$ cat config.mk
export PLATFORM = sky130hd
export DESIGN_NAME = sync_phase_clkgen
export DESIGN_NICKNAME = d
export VERILOG_FILES = /design/src/rtl/swclk_pkg.sv /design/src/rtl/swclk_datapath.sv /design/src/rtl/swclk_ctrl.sv /design/src/rtl/sync_phase_clkgen.sv
export SDC_FILE = /design/constraint.sdc
export NUM_CORES = 1
export LEC_CHECK = 0
export BUFFER_PORTS_ARGS = -buffer_cell sky130_fd_sc_hd__buf_2
export CORE_MARGIN = 5
export CORE_UTILIZATION = 47
export DETAILED_ROUTE_END_ITERATION = 7
export SLEW_MARGIN = 20
export SYNTH_ARGS = -nofsm -noshare
export SYNTH_HDL_FRONTEND = slang
export SYNTH_HIERARCHICAL = 1
export SYNTH_SLANG_ARGS = --single-unit
export TNS_END_PERCENT = 1
$ cat constraint.sdc
create_clock -name clk -period 5.5 [get_ports clk]
set_input_delay 0.55 -clock clk [delete_from_list [all_inputs] [get_ports clk]]
set_output_delay 0.55 -clock clk [all_outputs]
set_load 0.01 [all_outputs]
$ cat src/rtl/swclk_pkg.sv
package swclk_pkg;

  typedef enum logic [2:0] {
    ST_OFF   = 3'd0,
    ST_SEEK1 = 3'd1,
    ST_SEEK2 = 3'd2,
    ST_INT   = 3'd3,
    ST_LOCK  = 3'd4,
    ST_HOLD  = 3'd5
  } swclk_state_t;

  // strobes from control to datapath
  typedef struct packed {
    logic clr;       // restart the period counter
    logic loadMeas;  // capture the current interval as measured period
    logic freeRun;   // counter wraps at the active period
    logic useMeas;   // active period is the measured one
    logic run;       // pulses may be emitted
  } swclk_strobe_t;

  localparam logic [1:0] LS_OFF  = 2'b00;
  localparam logic [1:0] LS_INT  = 2'b01;
  localparam logic [1:0] LS_LOCK = 2'b10;
  localparam logic [1:0] LS_HOLD = 2'b11;

endpackage

$ cat src/rtl/swclk_datapath.sv
module swclk_datapath
  import swclk_pkg::*;
#(
  parameter int CNT_W   = 16,
  parameter int MIN_PER = 20,
  parameter int MAX_PER = 400,
  parameter int IDX_W   = 3
) (
  input  logic             clk,
  input  logic             rst_n,
  input  logic             syncIn,
  input  logic [CNT_W-1:0] cfgPeriod,
  input  logic [IDX_W-1:0] devAddrLow,
  input  logic             phaseOvrEn,
  input  logic [IDX_W-1:0] phaseOvrVal,
  input  swclk_strobe_t    strb,
  output logic             syncRise,
  output logic             seekTimeout,
  output logic             intervalOk,
  output logic             lossHit,
  output logic             periodStart,
  output logic             phasePulse
);

  localparam logic [CNT_W-1:0] MIN_C = CNT_W'(MIN_PER);
  localparam logic [CNT_W-1:0] MAX_C = CNT_W'(MAX_PER);
  localparam int PROD_W = CNT_W + IDX_W;

  logic syncMeta, syncQ, syncPrev;
  logic [CNT_W-1:0] cnt, measPeriod, activePeriod, interval, phaseTgt;
  logic [CNT_W:0]   lossLimit;
  logic [IDX_W-1:0] phaseIdx;
  logic [PROD_W-1:0] phaseProd;
  logic wrapHit;

  // two-stage synchronizer plus edge history
  always_ff @(posedge clk or negedge rst_n) begin
    if (!rst_n) begin
      syncMeta <= 1'b0;
      syncQ    <= 1'b0;
      syncPrev <= 1'b0;
    end else begin
      syncMeta <= syncIn;
      syncQ    <= syncMeta;
      syncPrev <= syncQ;
    end
  end
  assign syncRise = syncQ & ~syncPrev;

  assign activePeriod = strb.useMeas ? measPeriod : cfgPeriod;
  assign interval     = cnt + 1'b1;
  assign wrapHit      = (cnt >= activePeriod - 1'b1);

  always_ff @(posedge clk or negedge rst_n) begin
    if (!rst_n) begin
      cnt <= '0;
    end else if (strb.clr) begin
      cnt <= '0;
    end else if (strb.freeRun && wrapHit) begin
      cnt <= '0;
    end else if (cnt != '1) begin
      cnt <= cnt + 1'b1;
    end
  end

  always_ff @(posedge clk or negedge rst_n) begin
    if (!rst_n) begin
      measPeriod <= MAX_C;
    end else if (strb.loadMeas) begin
      measPeriod <= interval;
    end
  end

  assign intervalOk  = (interval >= MIN_C) && (interval <= MAX_C);
  assign seekTimeout = (cnt >= MAX_C);
  assign lossLimit   = {1'b0, measPeriod} + {2'b00, measPeriod[CNT_W-1:1]};
  assign lossHit     = ({1'b0, cnt} >= lossLimit);

  // phase point: floor(active period * index / 8)
  assign phaseIdx  = phaseOvrEn ? phaseOvrVal : devAddrLow;
  assign phaseProd = {{IDX_W{1'b0}}, activePeriod} * {{CNT_W{1'b0}}, phaseIdx};
  assign phaseTgt  = phaseProd[PROD_W-1:IDX_W];

  assign periodStart = strb.run && (cnt == '0);
  assign phasePulse  = strb.run && (cnt == phaseTgt);

endmodule

$ cat src/rtl/swclk_ctrl.sv
module swclk_ctrl
  import swclk_pkg::*;
(
  input  logic          clk,
  input  logic          rst_n,
  input  logic          enable,
  input  logic          syncRise,
  input  logic          seekTimeout,
  input  logic          intervalOk,
  input  logic          lossHit,
  output swclk_strobe_t strb,
  output logic [1:0]    lockState
);

  swclk_state_t state, nextState;
  logic enPrev, enRise;

  always_ff @(posedge clk or negedge rst_n) begin
    if (!rst_n) begin
      state  <= ST_OFF;
      enPrev <= 1'b0;
    end else begin
      state  <= nextState;
      enPrev <= enable;
    end
  end

  assign enRise = enable & ~enPrev;

  always_comb begin
    nextState = state;
    strb      = '0;
    if (!enable) begin
      nextState = ST_OFF;
      strb.clr  = 1'b1;
    end else begin
      case (state)
        ST_OFF: begin
          strb.clr = 1'b1;
          if (enRise) nextState = ST_SEEK1;
        end
        ST_SEEK1: begin
          if (syncRise) begin
            nextState = ST_SEEK2;
            strb.clr  = 1'b1;
          end else if (seekTimeout) begin
            nextState = ST_INT;
            strb.clr  = 1'b1;
          end
        end
        ST_SEEK2: begin
          if (syncRise) begin
            strb.clr = 1'b1;
            if (intervalOk) begin
              nextState     = ST_LOCK;
              strb.loadMeas = 1'b1;
            end else begin
              nextState = ST_INT;
            end
          end else if (seekTimeout) begin
            nextState = ST_INT;
            strb.clr  = 1'b1;
          end
        end
        ST_INT: begin
          strb.run     = 1'b1;
          strb.freeRun = 1'b1;
        end
        ST_LOCK: begin
          strb.run     = 1'b1;
          strb.useMeas = 1'b1;
          if (syncRise) begin
            strb.clr      = 1'b1;
            strb.loadMeas = intervalOk;
          end else if (lossHit) begin
            nextState = ST_HOLD;
            strb.clr  = 1'b1;
          end
        end
        ST_HOLD: begin
          strb.run     = 1'b1;
          strb.freeRun = 1'b1;
          strb.useMeas = 1'b1;
        end
        default: begin
          nextState = ST_OFF;
          strb.clr  = 1'b1;
        end
      endcase
    end
  end

  always_comb begin
    case (state)
      ST_INT:  lockState = LS_INT;
      ST_LOCK: lockState = LS_LOCK;
      ST_HOLD: lockState = LS_HOLD;
      default: lockState = LS_OFF;
    endcase
  end

endmodule

$ cat src/rtl/sync_phase_clkgen.sv
module sync_phase_clkgen
  import swclk_pkg::*;
#(
  parameter int CNT_W   = 16,
  parameter int MIN_PER = 20,
  parameter int MAX_PER = 400
) (
  input  logic             clk,
  input  logic             rst_n,
  input  logic             enable,
  input  logic             syncIn,
  input  logic [CNT_W-1:0] cfgPeriod,
  input  logic [2:0]       devAddrLow,
  input  logic             phaseOvrEn,
  input  logic [2:0]       phaseOvrVal,
  output logic             periodStart,
  output logic             phasePulse,
  output logic [1:0]       lockState
);

  swclk_strobe_t strb;
  logic syncRise, seekTimeout, intervalOk, lossHit;

  swclk_ctrl u_ctrl (
    .clk        (clk),
    .rst_n      (rst_n),
    .enable     (enable),
    .syncRise   (syncRise),
    .seekTimeout(seekTimeout),
    .intervalOk (intervalOk),
    .lossHit    (lossHit),
    .strb       (strb),
    .lockState  (lockState)
  );

  swclk_datapath #(
    .CNT_W  (CNT_W),
    .MIN_PER(MIN_PER),
    .MAX_PER(MAX_PER),
    .IDX_W  (3)
  ) u_dp (
    .clk        (clk),
    .rst_n      (rst_n),
    .syncIn     (syncIn),
    .cfgPeriod  (cfgPeriod),
    .devAddrLow (devAddrLow),
    .phaseOvrEn (phaseOvrEn),
    .phaseOvrVal(phaseOvrVal),
    .strb       (strb),
    .syncRise   (syncRise),
    .seekTimeout(seekTimeout),
    .intervalOk (intervalOk),
    .lossHit    (lossHit),
    .periodStart(periodStart),
    .phasePulse (phasePulse)
  );

endmodule

# Word-level counts from Yosys, hierarchy flattened
# Index checks and enable logic that the tools add are counted.
# classes
multipliers,1
reduce_logical,12
magnitude_cmp,5
add_sub_neg,3
n_bitwise,4
n_shift,0
div,0
eq_ne,11
mux,29
# op_table
operator,count
two-way mux 16 bit,4
two-way mux 3 bit,9
multiplier 16 x 3 -> 19 bit,1
adder 16 x 15 -> 17 bit,1
>= comparator 16 x 17 -> 1 bit,1
adder 16 x 1 -> 16 bit (second input constant),1
== test 16 bit,1
>= comparator 16 bit,1
>= comparator 16 x 5 -> 1 bit (second input constant),1
>= comparator 16 x 9 -> 1 bit (second input constant),1
less-or-equal comparator 16 x 9 -> 1 bit (second input constant),1
logical NOT 16 bit,1
inequality test 16 bit (second input constant),1
subtractor 16 x 1 -> 16 bit (second input constant),1
one-hot mux 3 bit (5 select lines),1
two-way mux 1 bit,11
== test 3 x 2 -> 1 bit (second input constant),2
== test 3 bit (second input constant),2
inequality test 3 bit (second input constant),2
one-hot mux 2 bit (3 select lines),1
OR reduction 2 bit,3
logical AND 1 bit,4
two-way mux 4 bit,1
AND reduction 4 bit,1
other kinds (10),12
# word_totals
latchBits,0
romBits,0
ram_bits,0
elab_cells,72
mem_count,0
register_bits,39

# Depth between registers and ports, before layout
# logic_depth
word_depth,13
depth_mapped,26

# By module
# Netlist, hierarchy kept.
# by_module_without_submodules
module,cells_each,seq_area_each_um2,area_per_inst_um2,n_inst
swclk_datapath,632,879.6,5118.7,1
swclk_ctrl,45,100.1,395.4,1

# Least setup slack after synthesis
# No wires, ideal clock.
# synth_timing
path_kind,reg-to-output
from,register u_ctrl.state[1]
to,output phasePulse
arrival_ns,4.583
path_stages_with_launch,22
slack_ns,0.367
cell_sequence,dfrtp_1 -> buf_6 -> nand2b_4 -> inv_1 -> and2_1 -> buf_6 -> clkbuf_1 -> mux2_2 -> nand2_1 -> fa_1 -> inv_1 -> ha_1 -> clkbuf_1 -> and2_1 -> a311oi_1 -> nand3_1 -> o211a_1 -> o21a_1 -> o21ai_0 -> mux2i_1 -> nand4_1 -> nor4_2
# synth_rtl
item,line,source
"start, declared",swclk_ctrl.sv:15,"swclk_state_t state, nextState;"
"start signal, assigned",swclk_ctrl.sv:23,state <= nextState;
"end, declared",sync_phase_clkgen.sv:17,"output logic phasePulse,"

==> metrics.md <==
| Metric | Value |
|---|---|
| Initial core utilization | 48.1% |
| Pre-CTS setup slack | 0.0412 ns |
| Met1 WL | 7250 µm |
| Leak | 2.92 nW |
| CTS tree | built |
| CTS Buffer Depth | 2 |
| Startpoint types | flip-flop |
| Synth top area share | 16.3% |
| Critical-path cell list | nand2b_4, inv_1, and2_4, mux2_4, and2_1, fa_1, nand3b_4, or2_4, fa_1, xnor2_1, a21oi_1, o311ai_1, or3_1, nor4_2, nand3_1, a211oi_2, nand4_1, nor4_2, buf_2 |
| Cell accounting for the most synthesized area | dfrtp_1 |
| Reg2Reg Setup Slack | 0.44 ns |
| N_diodes | 0 |
| Row count | 39 |
| Fin crit period | 5.21 ns |
| Setup TNS | 0 ns |
| Final core occ | 53.2% |
| Placed cells | 837 |
| Sink Count | 39 |
| Root Buffer | clkbuf_16 |
| WHS | 0.353 ns |
| Req. time, crit path | 4.95 ns |
| Detail Route met3 WL | 667 µm |
| Router iterations before antenna repair | 5 |
| Critical path arrival | 4.66 ns |
| # DRC | 0 |
| Worst clock skew | 0.00771 ns |
| Number of nets in the layout | 816 |
| HPWL Detailed | 11900 µm |
| Ports | 31 |
| I/O Buffers | 30 |
| Largest net degree at the start of global routing | 40 |
| Routed len/inst | 17.1 µm |
| Die H | 118 µm |
| Critical Path Sink Type | primary output |
| Mapped Area | 0.00551 mm² |
| Core area | 0.0115 mm² |
| FF-to-FF Start | u_dp/measPeriod[1] |
| Count of final hold-check violations | 0 |
| R2R cell count | 26 |
| Design Power | 1.02 mW |
| Via density | 5.73 |
| Synth top area cells | dfrtp_1, ha_1, xnor2_1 |
| Die footprint | 0.0140 mm² |
| Top layer used by detailed routing | met4 |
| Htree depth | 2 |
| Antenna-violating nets left | 0 |
| Syn_nets | 788 |
| Kind of critical path | reg -> out |
| Hold Path Depth | 0 |
| Final setup viols | 0 |
| Post-synth top flop | dfrtp_1 |
| 1st-iter DRT viols | 312 |
| Pwr Density | 166 mW/mm² |
| First-pass GRT wire length | 24300 µm |
| Worst path top cell family by delay | simple AND/OR/NAND/NOR gates |
| Via Count | 4866 |
| Least-Margin Pin Slew | 0.862 ns |
| Post-DP Area | 0.00582 mm² |
| Setup crit end | phasePulse |
| Tcrit/Tclk final | 94.7% |
| Post-Synthesis Cells | 677 |
| Post-synth EDFFs | 0 |
| Post-synth cell types | 70 |
| Worst Path Buf+Inv | 2 |
| Fmax | 0.192 GHz |
| CP Depth | 19 |
| Area growth, synth to finish | 10.7% |
| Seq/Total Area, Yosys | 17.8% |
| Ratio of cells with drive above 1 in the final layout | 16.3% |
| Ys async rst share | 100% |
| WL final | 14500 µm |
| Yosys warns | 6 |
| RSZ-0062 raised after global routing | false |
| Worst stage delay on the critical path | 0.55 ns |
| Number of global-route vias before repair | 4766 |
| FF+latch count, synth | 39 |
| Global-route usage over all layers | 20.8% |
| Worst hold path class | reg -> reg |
| MaxCap Viol Count | 0 |
| Clk pin slew, worst setup/hold paths | 0.06 ns |
| Max stage delay cell, worst path | fa_1 |
| Slew Limit Headroom | 42.5% |
| Final Max Tran Viols | 0 |
| Initial antenna violation count | 0 |
| R2r endpoint | u_dp/cnt[14] |
| Status | finished, final reports clean |
| Worst setup startpoint | u_ctrl/state[1] |
| Num CTS Buffers | 5 |
| Post-layout instance area | 0.00611 mm² |
| Total grt overflow | 0 |
| Routed wl met2 | 6540 µm |
| Clk_lat worst skew | 0.28 ns |
| Final cell count without fillers | 849 |
| Final Wtd Congestion | 0.945 |
| Worst vdd ir | 0.178 mV |
| Setup ws final | 0.291 ns |
| Critical path fanouts, max | 5 |
| Synth Area per Inst | 8.14 µm² |
| Die width | 118 µm |
-- power by group --
group	switching [mW]	internal, mW
Clock	0.109	0.225
Sequential	0.00559	0.291
Combinational	0.226	0.160
Total	0.341	0.675
-- cell families (layout without fill, tap and decap cells) --
family,count (synthesis),count (layout),share of synthesized area [%]
AND/OR/NAND/NOR,246,246,22.1
XOR/XNOR,65,65,10.3
buffers and inverters,68,97,5.33
flip-flops,39,39,17.8
adder cells (fa/ha/maj),84,84,21.2
multiplexers,28,28,5.76
AO/OA/AOI/OAI,147,147,17.4
-- what timing repair did --
action / 4_1_cts / 5_1_grt
resized for setup: 4 / 22
buffers inserted: 0 / 4
hold buffers: 0 / 0
pin swaps: 0 / 13
hold endpoints to repair: 0 / 0
setup endpoints to repair: 2 / 17
-- placed cells by master, fill, tap and decap left out, types with 4 or more instances in the layout --
master	synthesis	final
mux2i_1	7	7
fa_1	16	16
inv_1	39	39
nand4_1	7	7
nand2_1	84	84
o21ai_0	21	20
a21oi_1	59	56
xnor2_1	40	40
and2_1	6	5
and3_1	5	5
nand3_1	18	18
o311ai_0	6	4
buf_4	0	18
nand2b_1	8	8
o21a_1	6	6
nor2b_1	6	6
nor4_2	3	4
mux2_2	19	17
a21o_1	17	17
nor3_1	10	9
nor2_1	69	68
buf_2	1	30
dfrtp_1	36	34
xor2_1	25	25
ha_1	68	68
nor4_1	8	7
clkbuf_16	0	5
-- cell type report --
| cell class | instances | area [µm²] |
|---|---|---|
| repair buffers | 49 | 297 |
| inverters | 40 | 150 |
| clock inverters | 2 | 35.0 |
| flip-flops and latches | 39 | 982 |
| multi-input cells | 570 | 4320 |
| fillers | 1096 | 5360 |
| clock buffers | 6 | 139 |
| well taps | 143 | 179 |
-- synthesized netlist by cell type, types with 2 or more instances --
master	count
nor4_1	8
ha_1	68
a21oi_1	59
or3_4	3
nor2_1	69
clkbuf_1	20
o21ai_0	21
nor4_2	3
o21ai_1	2
a211oi_1	4
a221oi_1	2
a31oi_1	3
nand2b_1	8
and2_1	6
a21boi_0	2
and3_1	5
xnor2_1	40
inv_1	39
a21o_1	17
nand2_1	84
dfrtp_1	36
o31ai_1	3
dfstp_2	3
o21bai_1	3
mux2_2	19
fa_1	16
a21boi_1	2
nand4_1	7
nand3_1	18
xor2_1	25
or3_1	3
o22ai_1	2
mux2i_1	7
nor3_1	10
or2_2	3
a2111oi_0	2
buf_6	5
a221o_1	2
o21a_1	6
o311ai_0	6
buf_1	2
nor2b_1	6
-- how the worst min path moves through the flow --
stage | slack, ns | endpoint | start
3_3_place_gp | 0.35 | u_dp/syncQ | u_dp/syncMeta
2_1_floorplan | 0.25 | u_ctrl/enPrev | rst_n
3_5_place_dp | 0.34 | u_dp/syncQ | u_dp/syncMeta
4_1_cts | 0.36 | u_dp/syncQ | u_dp/syncMeta
6_report | 0.35 | u_dp/syncQ | u_dp/syncMeta
5_1_grt | 0.37 | u_dp/syncQ | u_dp/syncMeta
-- flip-flops by register name, summed over array words and instances, names as in the netlist --
signal	cells
u_dp/measPeriod	16
u_ctrl/state	3
u_dp/syncPrev	1
u_dp/cnt	16
u_dp/syncMeta	1
u_ctrl/enPrev	1
u_dp/syncQ	1
-- per-layer routing --
metal | track usage [%] | vias up
li1 | - | 2430
met2 | 33.1 | 122
met3 | 3.82 | 8
met5 | 0 | -
met4 | 1.72 | 0
met1 | 30.8 | 2306
No activity file was read; power rests on OpenSTA's default activity.
